$ cat src/rtl/audCfgPkg.sv
package audCfgPkg;

  localparam int DW_ID     = 0;
  localparam int DW_CMD    = 1;
  localparam int DW_CLASS  = 2;
  localparam int DW_LAT    = 3;
  localparam int DW_SUBSYS = 11;
  localparam int DW_CAPPTR = 13;
  localparam int DW_INT    = 15;
  localparam int DW_LEGACY = 16;
  localparam int DW_CTL    = 18;
  localparam int DW_CAP    = 20;
  localparam int DW_PM     = 21;

  localparam int NUM_SEL   = 11;

  typedef struct packed {
    logic       wr;
    logic       rd;
    logic [3:0] be;
    logic       selId;
    logic       selCmd;
    logic       selClass;
    logic       selLat;
    logic       selSubsys;
    logic       selCapPtr;
    logic       selInt;
    logic       selLegacy;
    logic       selCtl;
    logic       selCap;
    logic       selPm;
  } cfgStrobe_t;

endpackage

$ cat src/rtl/audCfgDecode.sv
module audCfgDecode
  import audCfgPkg::*;
#(
  parameter int ADDR_W = 6
) (
  input  logic              clk,
  input  logic              rstN,
  input  logic [ADDR_W-1:0] cfgAddr,
  input  logic [3:0]        cfgBe,
  input  logic              cfgWr,
  input  logic              cfgRd,
  output cfgStrobe_t        stb
);

  logic [NUM_SEL-1:0] selVec;

  always_comb begin
    stb           = '0;
    stb.wr        = cfgWr;
    stb.rd        = cfgRd;
    stb.be        = cfgBe;
    stb.selId     = (cfgAddr == ADDR_W'(DW_ID));
    stb.selCmd    = (cfgAddr == ADDR_W'(DW_CMD));
    stb.selClass  = (cfgAddr == ADDR_W'(DW_CLASS));
    stb.selLat    = (cfgAddr == ADDR_W'(DW_LAT));
    stb.selSubsys = (cfgAddr == ADDR_W'(DW_SUBSYS));
    stb.selCapPtr = (cfgAddr == ADDR_W'(DW_CAPPTR));
    stb.selInt    = (cfgAddr == ADDR_W'(DW_INT));
    stb.selLegacy = (cfgAddr == ADDR_W'(DW_LEGACY));
    stb.selCtl    = (cfgAddr == ADDR_W'(DW_CTL));
    stb.selCap    = (cfgAddr == ADDR_W'(DW_CAP));
    stb.selPm     = (cfgAddr == ADDR_W'(DW_PM));
  end

  assign selVec = {stb.selId, stb.selCmd, stb.selClass, stb.selLat, stb.selSubsys,
                   stb.selCapPtr, stb.selInt, stb.selLegacy, stb.selCtl, stb.selCap,
                   stb.selPm};

  // at most one register decoded per access
  p_sel_onehot_r10: assert property (@(posedge clk) disable iff (!rstN)
    $onehot0(selVec));

endmodule

$ cat src/rtl/audCfgRegs.sv
module audCfgRegs
  import audCfgPkg::*;
#(
  parameter logic [15:0] VENDOR_ID  = 16'h1073,
  parameter logic [15:0] DEVICE_ID  = 16'h000C,
  parameter logic [7:0]  REV_ID     = 8'h03,
  parameter logic [23:0] CLASS_CODE = 24'h040100,
  parameter logic [15:0] SUBSYS_ID  = 16'h000C,
  parameter logic [7:0]  CAP_OFFSET = 8'h50,
  parameter logic [15:0] PM_CAPS    = 16'h0401,
  parameter logic [15:0] LEG_RST    = 16'h907F,
  parameter logic [15:0] LEGX_RST   = 16'h0000,
  parameter logic [15:0] CMD_WMASK  = 16'h0147
) (
  input  logic        clk,
  input  logic        rstN,
  input  cfgStrobe_t  stb,
  input  logic [31:0] cfgWdata,
  input  logic        addrParErr,
  output logic [31:0] cfgRdata,
  output logic        serrN,
  output logic        codecRstN,
  output logic [1:0]  pwrState,
  output logic [15:0] legacyCtl,
  output logic [15:0] legacyExt
);

  localparam int NBYTES = 4;
  localparam logic [1:0] PS_D1 = 2'd1;

  logic [15:0] cmdReg;
  logic        stsDpe;
  logic        stsSse;
  logic [7:0]  latTmr;
  logic [7:0]  intLine;
  logic [31:0] legReg;
  logic        codecRst;
  logic [1:0]  pmState;
  logic        serrNQ;

  logic        serrEn;
  logic        wrCmd;
  logic        clrDpe;
  logic        clrSse;
  logic        setSse;
  logic [15:0] stsWord;

  assign serrEn = cmdReg[8];
  assign wrCmd  = stb.wr && stb.selCmd;
  assign clrDpe = wrCmd && stb.be[3] && cfgWdata[31];
  assign clrSse = wrCmd && stb.be[3] && cfgWdata[30];
  assign setSse = addrParErr && serrEn;

  assign stsWord = {stsDpe, stsSse, 4'b0000, 1'b1, 4'b0000, 1'b1, 4'b0000};

  always_ff @(posedge clk or negedge rstN) begin
    if (!rstN) begin
      cmdReg   <= '0;
      stsDpe   <= 1'b0;
      stsSse   <= 1'b0;
      latTmr   <= '0;
      intLine  <= '0;
      legReg   <= {LEGX_RST, LEG_RST};
      codecRst <= 1'b1;
      pmState  <= 2'd0;
      serrNQ   <= 1'b1;
    end else begin
      if (wrCmd && stb.be[0]) cmdReg[7:0]  <= cfgWdata[7:0]  & CMD_WMASK[7:0];
      if (wrCmd && stb.be[1]) cmdReg[15:8] <= cfgWdata[15:8] & CMD_WMASK[15:8];

      if (addrParErr)  stsDpe <= 1'b1;
      else if (clrDpe) stsDpe <= 1'b0;
      if (setSse)      stsSse <= 1'b1;
      else if (clrSse) stsSse <= 1'b0;

      serrNQ <= !setSse;

      if (stb.wr && stb.selLat && stb.be[1]) latTmr  <= cfgWdata[15:8];
      if (stb.wr && stb.selInt && stb.be[0]) intLine <= cfgWdata[7:0];

      for (int b = 0; b < NBYTES; b++) begin
        if (stb.wr && stb.selLegacy && stb.be[b]) legReg[8*b +: 8] <= cfgWdata[8*b +: 8];
      end

      if (stb.wr && stb.selCtl && stb.be[0]) codecRst <= cfgWdata[0];

      if (stb.wr && stb.selPm && stb.be[0] && (cfgWdata[1:0] != PS_D1))
        pmState <= cfgWdata[1:0];
    end
  end

  always_comb begin
    cfgRdata = '0;
    if (stb.rd) begin
      if (stb.selId)     cfgRdata = {DEVICE_ID, VENDOR_ID};
      if (stb.selCmd)    cfgRdata = {stsWord, cmdReg};
      if (stb.selClass)  cfgRdata = {CLASS_CODE, REV_ID};
      if (stb.selLat)    cfgRdata = {8'h00, 8'h00, latTmr, 8'h00};
      if (stb.selSubsys) cfgRdata = {SUBSYS_ID, VENDOR_ID};
      if (stb.selCapPtr) cfgRdata = {24'h0, CAP_OFFSET};
      if (stb.selInt)    cfgRdata = {16'h0, 8'h01, intLine};
      if (stb.selLegacy) cfgRdata = legReg;
      if (stb.selCtl)    cfgRdata = {31'h0, codecRst};
      if (stb.selCap)    cfgRdata = {PM_CAPS, 8'h00, 8'h01};
      if (stb.selPm)     cfgRdata = {30'h0, pmState};
    end
  end

  assign serrN     = serrNQ;
  assign codecRstN = !codecRst;
  assign pwrState  = pmState;
  assign legacyCtl = legReg[15:0];
  assign legacyExt = legReg[31:16];

  // the power state never holds D1
  p_no_d1_state_r7: assert property (@(posedge clk) disable iff (!rstN)
    pmState != PS_D1);

  // a D1 request leaves the state untouched
  p_d1_write_kept_r7: assert property (@(posedge clk) disable iff (!rstN)
    (stb.wr && stb.selPm && stb.be[0] && cfgWdata[1:0] == PS_D1) |=> $stable(pmState));

  // no system error while the enable bit is clear
  p_serr_gated_r5: assert property (@(posedge clk) disable iff (!rstN)
    (addrParErr && !serrEn) |=> serrN);

  // a parity error always leaves the detected flag set
  p_dpe_set_r4: assert property (@(posedge clk) disable iff (!rstN)
    addrParErr |=> stsDpe);

  // writing one clears the flag when no new error arrives
  p_dpe_w1c_r4: assert property (@(posedge clk) disable iff (!rstN)
    (clrDpe && !addrParErr) |=> !stsDpe);

endmodule

$ cat src/rtl/audCfgTop.sv
module audCfgTop
  import audCfgPkg::*;
#(
  parameter int ADDR_W = 6
) (
  input  logic              clk,
  input  logic              rstN,
  input  logic [ADDR_W-1:0] cfgAddr,
  input  logic [31:0]       cfgWdata,
  input  logic [3:0]        cfgBe,
  input  logic              cfgWr,
  input  logic              cfgRd,
  input  logic              addrParErr,
  output logic [31:0]       cfgRdata,
  output logic              serrN,
  output logic              codecRstN,
  output logic [1:0]        pwrState,
  output logic [15:0]       legacyCtl,
  output logic [15:0]       legacyExt
);

  cfgStrobe_t stb;

  audCfgDecode #(.ADDR_W(ADDR_W)) uDecode (
    .clk     (clk),
    .rstN    (rstN),
    .cfgAddr (cfgAddr),
    .cfgBe   (cfgBe),
    .cfgWr   (cfgWr),
    .cfgRd   (cfgRd),
    .stb     (stb)
  );

  audCfgRegs uRegs (
    .clk        (clk),
    .rstN       (rstN),
    .stb        (stb),
    .cfgWdata   (cfgWdata),
    .addrParErr (addrParErr),
    .cfgRdata   (cfgRdata),
    .serrN      (serrN),
    .codecRstN  (codecRstN),
    .pwrState   (pwrState),
    .legacyCtl  (legacyCtl),
    .legacyExt  (legacyExt)
  );

endmodule

$ cat config.mk
export PLATFORM = sky130hd
export DESIGN_NAME = audCfgTop
export DESIGN_NICKNAME = d
export VERILOG_FILES = /design/src/rtl/audCfgPkg.sv /design/src/rtl/audCfgDecode.sv /design/src/rtl/audCfgRegs.sv /design/src/rtl/audCfgTop.sv
export SDC_FILE = /design/constraint.sdc
export NUM_CORES = 1
export LEC_CHECK = 0
export ABC_AREA = 0
export BUFFER_PORTS_ARGS = -buffer_cell sky130_fd_sc_hd__buf_2
export CORE_MARGIN = 2
export CORE_UTILIZATION = 45
export CTS_BUF_LIST = sky130_fd_sc_hd__clkbuf_8
export CTS_CLUSTER_SIZE = 25
export DETAILED_ROUTE_END_ITERATION = 12
export PLACE_DENSITY = 0.81
export SETUP_SLACK_MARGIN = 0.1
export SYNTH_ARGS = -nofsm -noshare
export SYNTH_HDL_FRONTEND = slang
export SYNTH_SLANG_ARGS = --single-unit
$ cat constraint.sdc
create_clock -name clk -period 1.87 [get_ports clk]
set_input_delay 0.374 -clock clk [delete_from_list [all_inputs] [get_ports clk]]
set_output_delay 0.374 -clock clk [all_outputs]
set_load 0.01 [all_outputs]
* Yosys cells after proc, flatten, opt, wreduce, memory -nomap -nowiden *
Index checks and enable logic that the tools add are counted.
W data, S select, Z words.

word-level totals
  bits in registers = 59
  output and inout port bits = 68
  logic and storage cells = 66

cells by class
  eq/ne operators = 11
  muxes and demuxes = 16
  reduce and logical (&&, ||, !) cells = 26

operators by type and width
  kind                  count
  $mux W32              11
  $eq A6 B5 Y1 const B  4
  $logic_and A1 B1 Y1   21
  $mux W20              1
  $eq A6 B4 Y1 const B  3
  $eq A6 B2 Y1 const B  2
  $eq A6 B1 Y1 const B  1
  $logic_not A6 Y1      1
  $mux W1               4
  $reduce_bool A2 Y1    2
  $logic_not A1 Y1      2
  $ne A2 B1 Y1 const B  1

* Depth between registers and ports, before layout *
  word-level depth = 13
  mapped depth = 7
  gate-level depth less buffers = 4

* By module *
Synthesis repeated with hierarchy kept, for this count alone.

second synthesis, totals
  cells, all modules = 278
  area total of the unflattened synthesis = 3051.7 um2

by module, submodules not included
  module        times used  cells an instance  area an instance (um2)
  audCfgRegs    1           253                2882.8
  audCfgDecode  1           25                 168.9

* Worst setup path after synthesis *
Ideal clock, no wire load.

  path type = input port to output port
  from = input cfgAddr[5]
  to = output cfgRdata[8]
  arrival = 1.651 ns
  path slack = -0.155 ns
  stages on the path = 6
  path buffers = 2
  path through = buf_6 nor4_1 and3b_1 buf_2 a221oi_1 a211oi_1

between the ends
  longest elaborated chain between the ends = 12

RTL lines
  what                line                source
  start: declaration  audCfgTop.sv:8      input logic [ADDR_W-1:0] cfgAddr,
  $eq A6 B1 Y1        audCfgDecode.sv:23  stb.selCmd = (cfgAddr == ADDR_W'(DW_CMD));
  $mux W32            audCfgRegs.sv:96    if (stb.selCmd) cfgRdata = {stsWord, cmdReg};
  $mux W32            audCfgRegs.sv:97    if (stb.selClass) cfgRdata = {CLASS_CODE, REV_ID};
  $mux W32            audCfgRegs.sv:98    if (stb.selLat) cfgRdata = {8'h00, 8'h00, latTmr, 8'h00};
  $mux W32            audCfgRegs.sv:99    if (stb.selSubsys) cfgRdata = {SUBSYS_ID, VENDOR_ID};
  $mux W32            audCfgRegs.sv:100   if (stb.selCapPtr) cfgRdata = {24'h0, CAP_OFFSET};
  $mux W32            audCfgRegs.sv:101   if (stb.selInt) cfgRdata = {16'h0, 8'h01, intLine};
  $mux W32            audCfgRegs.sv:102   if (stb.selLegacy) cfgRdata = legReg;
  $mux W32            audCfgRegs.sv:103   if (stb.selCtl) cfgRdata = {31'h0, codecRst};
  $mux W32            audCfgRegs.sv:104   if (stb.selCap) cfgRdata = {PM_CAPS, 8'h00, 8'h01};
  $mux W32 *          audCfgRegs.sv:105   if (stb.selPm) cfgRdata = {30'h0, pmState};
  $mux W32 *          audCfgRegs.sv:94    if (stb.rd) begin
  end: declaration    audCfgTop.sv:14     output logic [31:0] cfgRdata,

Mark *: on every way between the ends. The rest lies on a longest branch, timed or not.

* Worst setup path in the final report *
  from = input cfgAddr[3]
  to = output cfgRdata[8]

The elaborated chain is that of the path after synthesis.

==> results_dict.tcl <==
set metrics [dict create \
    finalSetupViolCount 29 \
    rsz0062_at_grt "true" \
    ant_nets 0 \
    drv_cap 0 \
    async_flop_share_pct 100 \
    switching_share_pct 26.2 \
    io_buffer_count 114 \
    outcome "finished with violations" \
    grt_max_degree 24 \
    stdcell_count 500 \
    clk_pin_slew_ns 0.07 \
    drc_errors 0 \
    firstDrtPassIters 4 \
    antenna_found_initial 0 \
    crit_required_ns 1.50 \
    hold_viol_final 0 \
    synth_area_per_cell_sq_um 12.1 \
    powerDensity_nw_per_um2 694 \
    worstPathArrival_ns 1.60 \
    cts_max_path_buffers 2 \
    path_cells "buf_8 > nor4_4 > and3b_2 > a221oi_2 > a211oi_2 > buf_2" \
    grt-ovfl-total 0 \
    vias_per_cell 5.45 \
    routed_wl_um 9490 \
    skew_ns 0.00314 \
    yosys_warnings 0 \
    io_pins 115 \
    drv_slew 0 \
    cts-root-buf "clkbuf_8" \
    synth_edf_count 0 \
    drt_iter0_markers 181 \
    p_seq_share_pct 44.8 \
    fin_crit_ns 1.97 \
    grt_pass1_vias 2736 \
    place_ws_ns -0.203 \
    dieArea_sq_um 7610 \
    placed_cells 470 \
    timing.setup.tns_ns -1.13 \
    synth.distinct_cells 43 \
    cp_slowest_cell "and3b_2" \
    gp_congestion 0.886 \
    slowest_delay_ns 0.33 \
    netlist_area_sq_um 3120 \
    syn_nets 304 \
    placed_area_sq_um 4060 \
    ys_ff_latch 59 \
    synth_top_flop_cell "dfrtp_1" \
    wl_per_cell_um 19.0 \
    fmax_mhz 507 \
    vias 2725 \
    critPathTopFamily "simple AND/OR/NAND/NOR gates" \
    nFillCells 496 \
    worstSetupPathType "in2out" \
    p_switching_mw 0.870 \
    slew_headroom_pct 67.1 \
    fin_nets 462 \
    synthToLayoutAreaGrowth_pct 53.8 \
    pwr-share-clk_pct 38.8 \
    intPower_mw 2.46 \
    power.total_mw 3.33 \
    initial_core_util_pct 46.1 \
    violations "negative setup slack" \
    p_leak_nw 2.41 \
    antenna_cells 0 \
    die-width_um 87.2 \
    finalWorstSetupSlack_ns -0.102 \
    cts_buffers 9 \
    worst-path-buf-inv 2 \
    crit_path_max_fanout 6 \
    cts_htree_levels 3 \
    synthCells 257 \
    ir_drop_v 0.000628 \
    endpoint_kind "output port" \
    die_h_um 87.2 \
    fp.coreArea_sq_um 6760 \
    period_share_pct 105 \
    cts.sinks 59 \
    p_comb_share_pct 16.4 \
    cts_tree "yes" \
    grt_first_pass_wirelength_um 14000 \
    rows 30 \
    clkLatencyLatePin_ns 0.34 \
    drive_above_1_share_pct 69.3 \
    stdcell_area_sq_um 4790 \
    worst_slew_pin_slew_ns 0.493 \
    hold_class "in2reg" \
    gr-usage-all-layers_pct 24.3 \
    synth_seq_area_share_pct 47.8 \
    crit_path_start_kind "input pin" \
    hpwl_um 6260 \
]
-- registers in the layout, indices dropped and copies added (netlist names) --
register        flops
uRegs.codecRst      1
uRegs.legReg       32
uRegs.stsSse        1
uRegs.stsDpe        1
uRegs.latTmr        8
uRegs.pwrState      2
uRegs.cmdReg        5
uRegs.intLine       8
uRegs.serrN         1
-- power groups by stage --
stage | Clock [mW] | Combinational [mW] | Sequential (mW)
floorplan | 0 | 0.207 | 1.51
global placement | 0 | 0.456 | 1.49
detailed placement | 0 | 0.469 | 1.50
CTS | 1.30 | 0.529 | 1.48
global route | 1.37 | 0.585 | 1.50
finish | 1.29 | 0.544 | 1.49
-- cells by family (layout without fill, tap and decap cells) --
logic type,count (synthesis),in the layout,share of synthesized area (%)
buf+inv,21,184,4.98
mux,53,53,22.9
compound gates,45,45,9.96
simple gates,79,79,14.4
flops,59,59,47.8
-- what timing repair did --
item                                    4_1_cts  5_1_grt
gates cloned                                  1        1
hold buffers                                  1        0
setup buffers                                10        1
resized for setup                            54       40
endpoints found under the setup margin       32       32
pin swaps                                    17       27
endpoints found under the hold margin        15        0
-- cell type report --
type,count,area [sq um],share of cell area (%)
Timing Repair Buffer,165,1230,25.7
Sequential cell,59,1490,31.1
Clock inverter,3,43.8,0.914
Inverter,3,11.3,0.235
Multi-Input combinational cell,177,1740,36.2
Clock buffer,13,179,3.73
Tap cell,80,100,2.09
-- stage by stage --
| stage | hold WS, ns | utilization [%] |
|---|---|---|
| floorplan | 0.0784 | - |
| global placement | 0.351 | 60.1 |
| detailed placement | 0.360 | 60.1 |
| CTS | 0.186 | 68.1 |
| global route | 0.202 | 70.9 |
| finish | 0.191 | 70.9 |
-- cell usage after synthesis (all sizes together), types with 3 or more instances --
master	count	share of area, %
mux2	53	23
dfrtp	48	39
nor2	19	2.5
nand2	18	2.2
buf	17	4.5
a22oi	11	2.6
dfstp	11	9.3
a21oi	9	1.4
and2	9	1.8
and3	8	2.1
nor3	6	0.96
o21ai	5	0.80
a31oi	4	0.80
nand4	4	1.3
inv	3	0.36
nand3	3	0.48
nor2b	3	0.60
nor4	3	1.1
-- worst paths after layout --
path	from	endpoint	slack [ns]	cells past startpoint
max in group asynchronous	rstN	uRegs.legReg[19]	0.72	3
worst min-delay path	addrParErr	uRegs.serrN	0.19	2
min in group asynchronous	rstN	uRegs.legReg[10]	0.53	2
worst min register to register	uRegs.latTmr[5]	uRegs.latTmr[5]	0.49	1
worst max register to register	uRegs.cmdReg[8]	uRegs.cmdReg[8]	1.04	1
worst max-delay path	cfgAddr[3]	cfgRdata[8]	-0.10	6
-- cells in the final DEF (no fill, tap or decap), drive strengths merged, types with 3 or more instances in the layout --
cell type and instances:
and2 9, a31oi 4, nor4 3, o21ai 5, clkbuf 14, nand3 3
nor2 19, mux2 53, a21oi 9, a22oi 11, nand4 4, dfrtp 48
nand2 18, inv 3, nor3 6, nor2b 3, and3 8, buf 163
dfstp 11
-- metal layers --
layer | part of all wire (%) | global-route usage, % | wire [um]
met2 | 51 | 40.9 | 4850
met4 | 1.8 | 7.41 | 172
met1 | 41 | 29.8 | 3860
met3 | 6.3 | 7.77 | 602
met5 | 0 | 0 | 0
No activity file was read; power rests on OpenSTA's default activity.
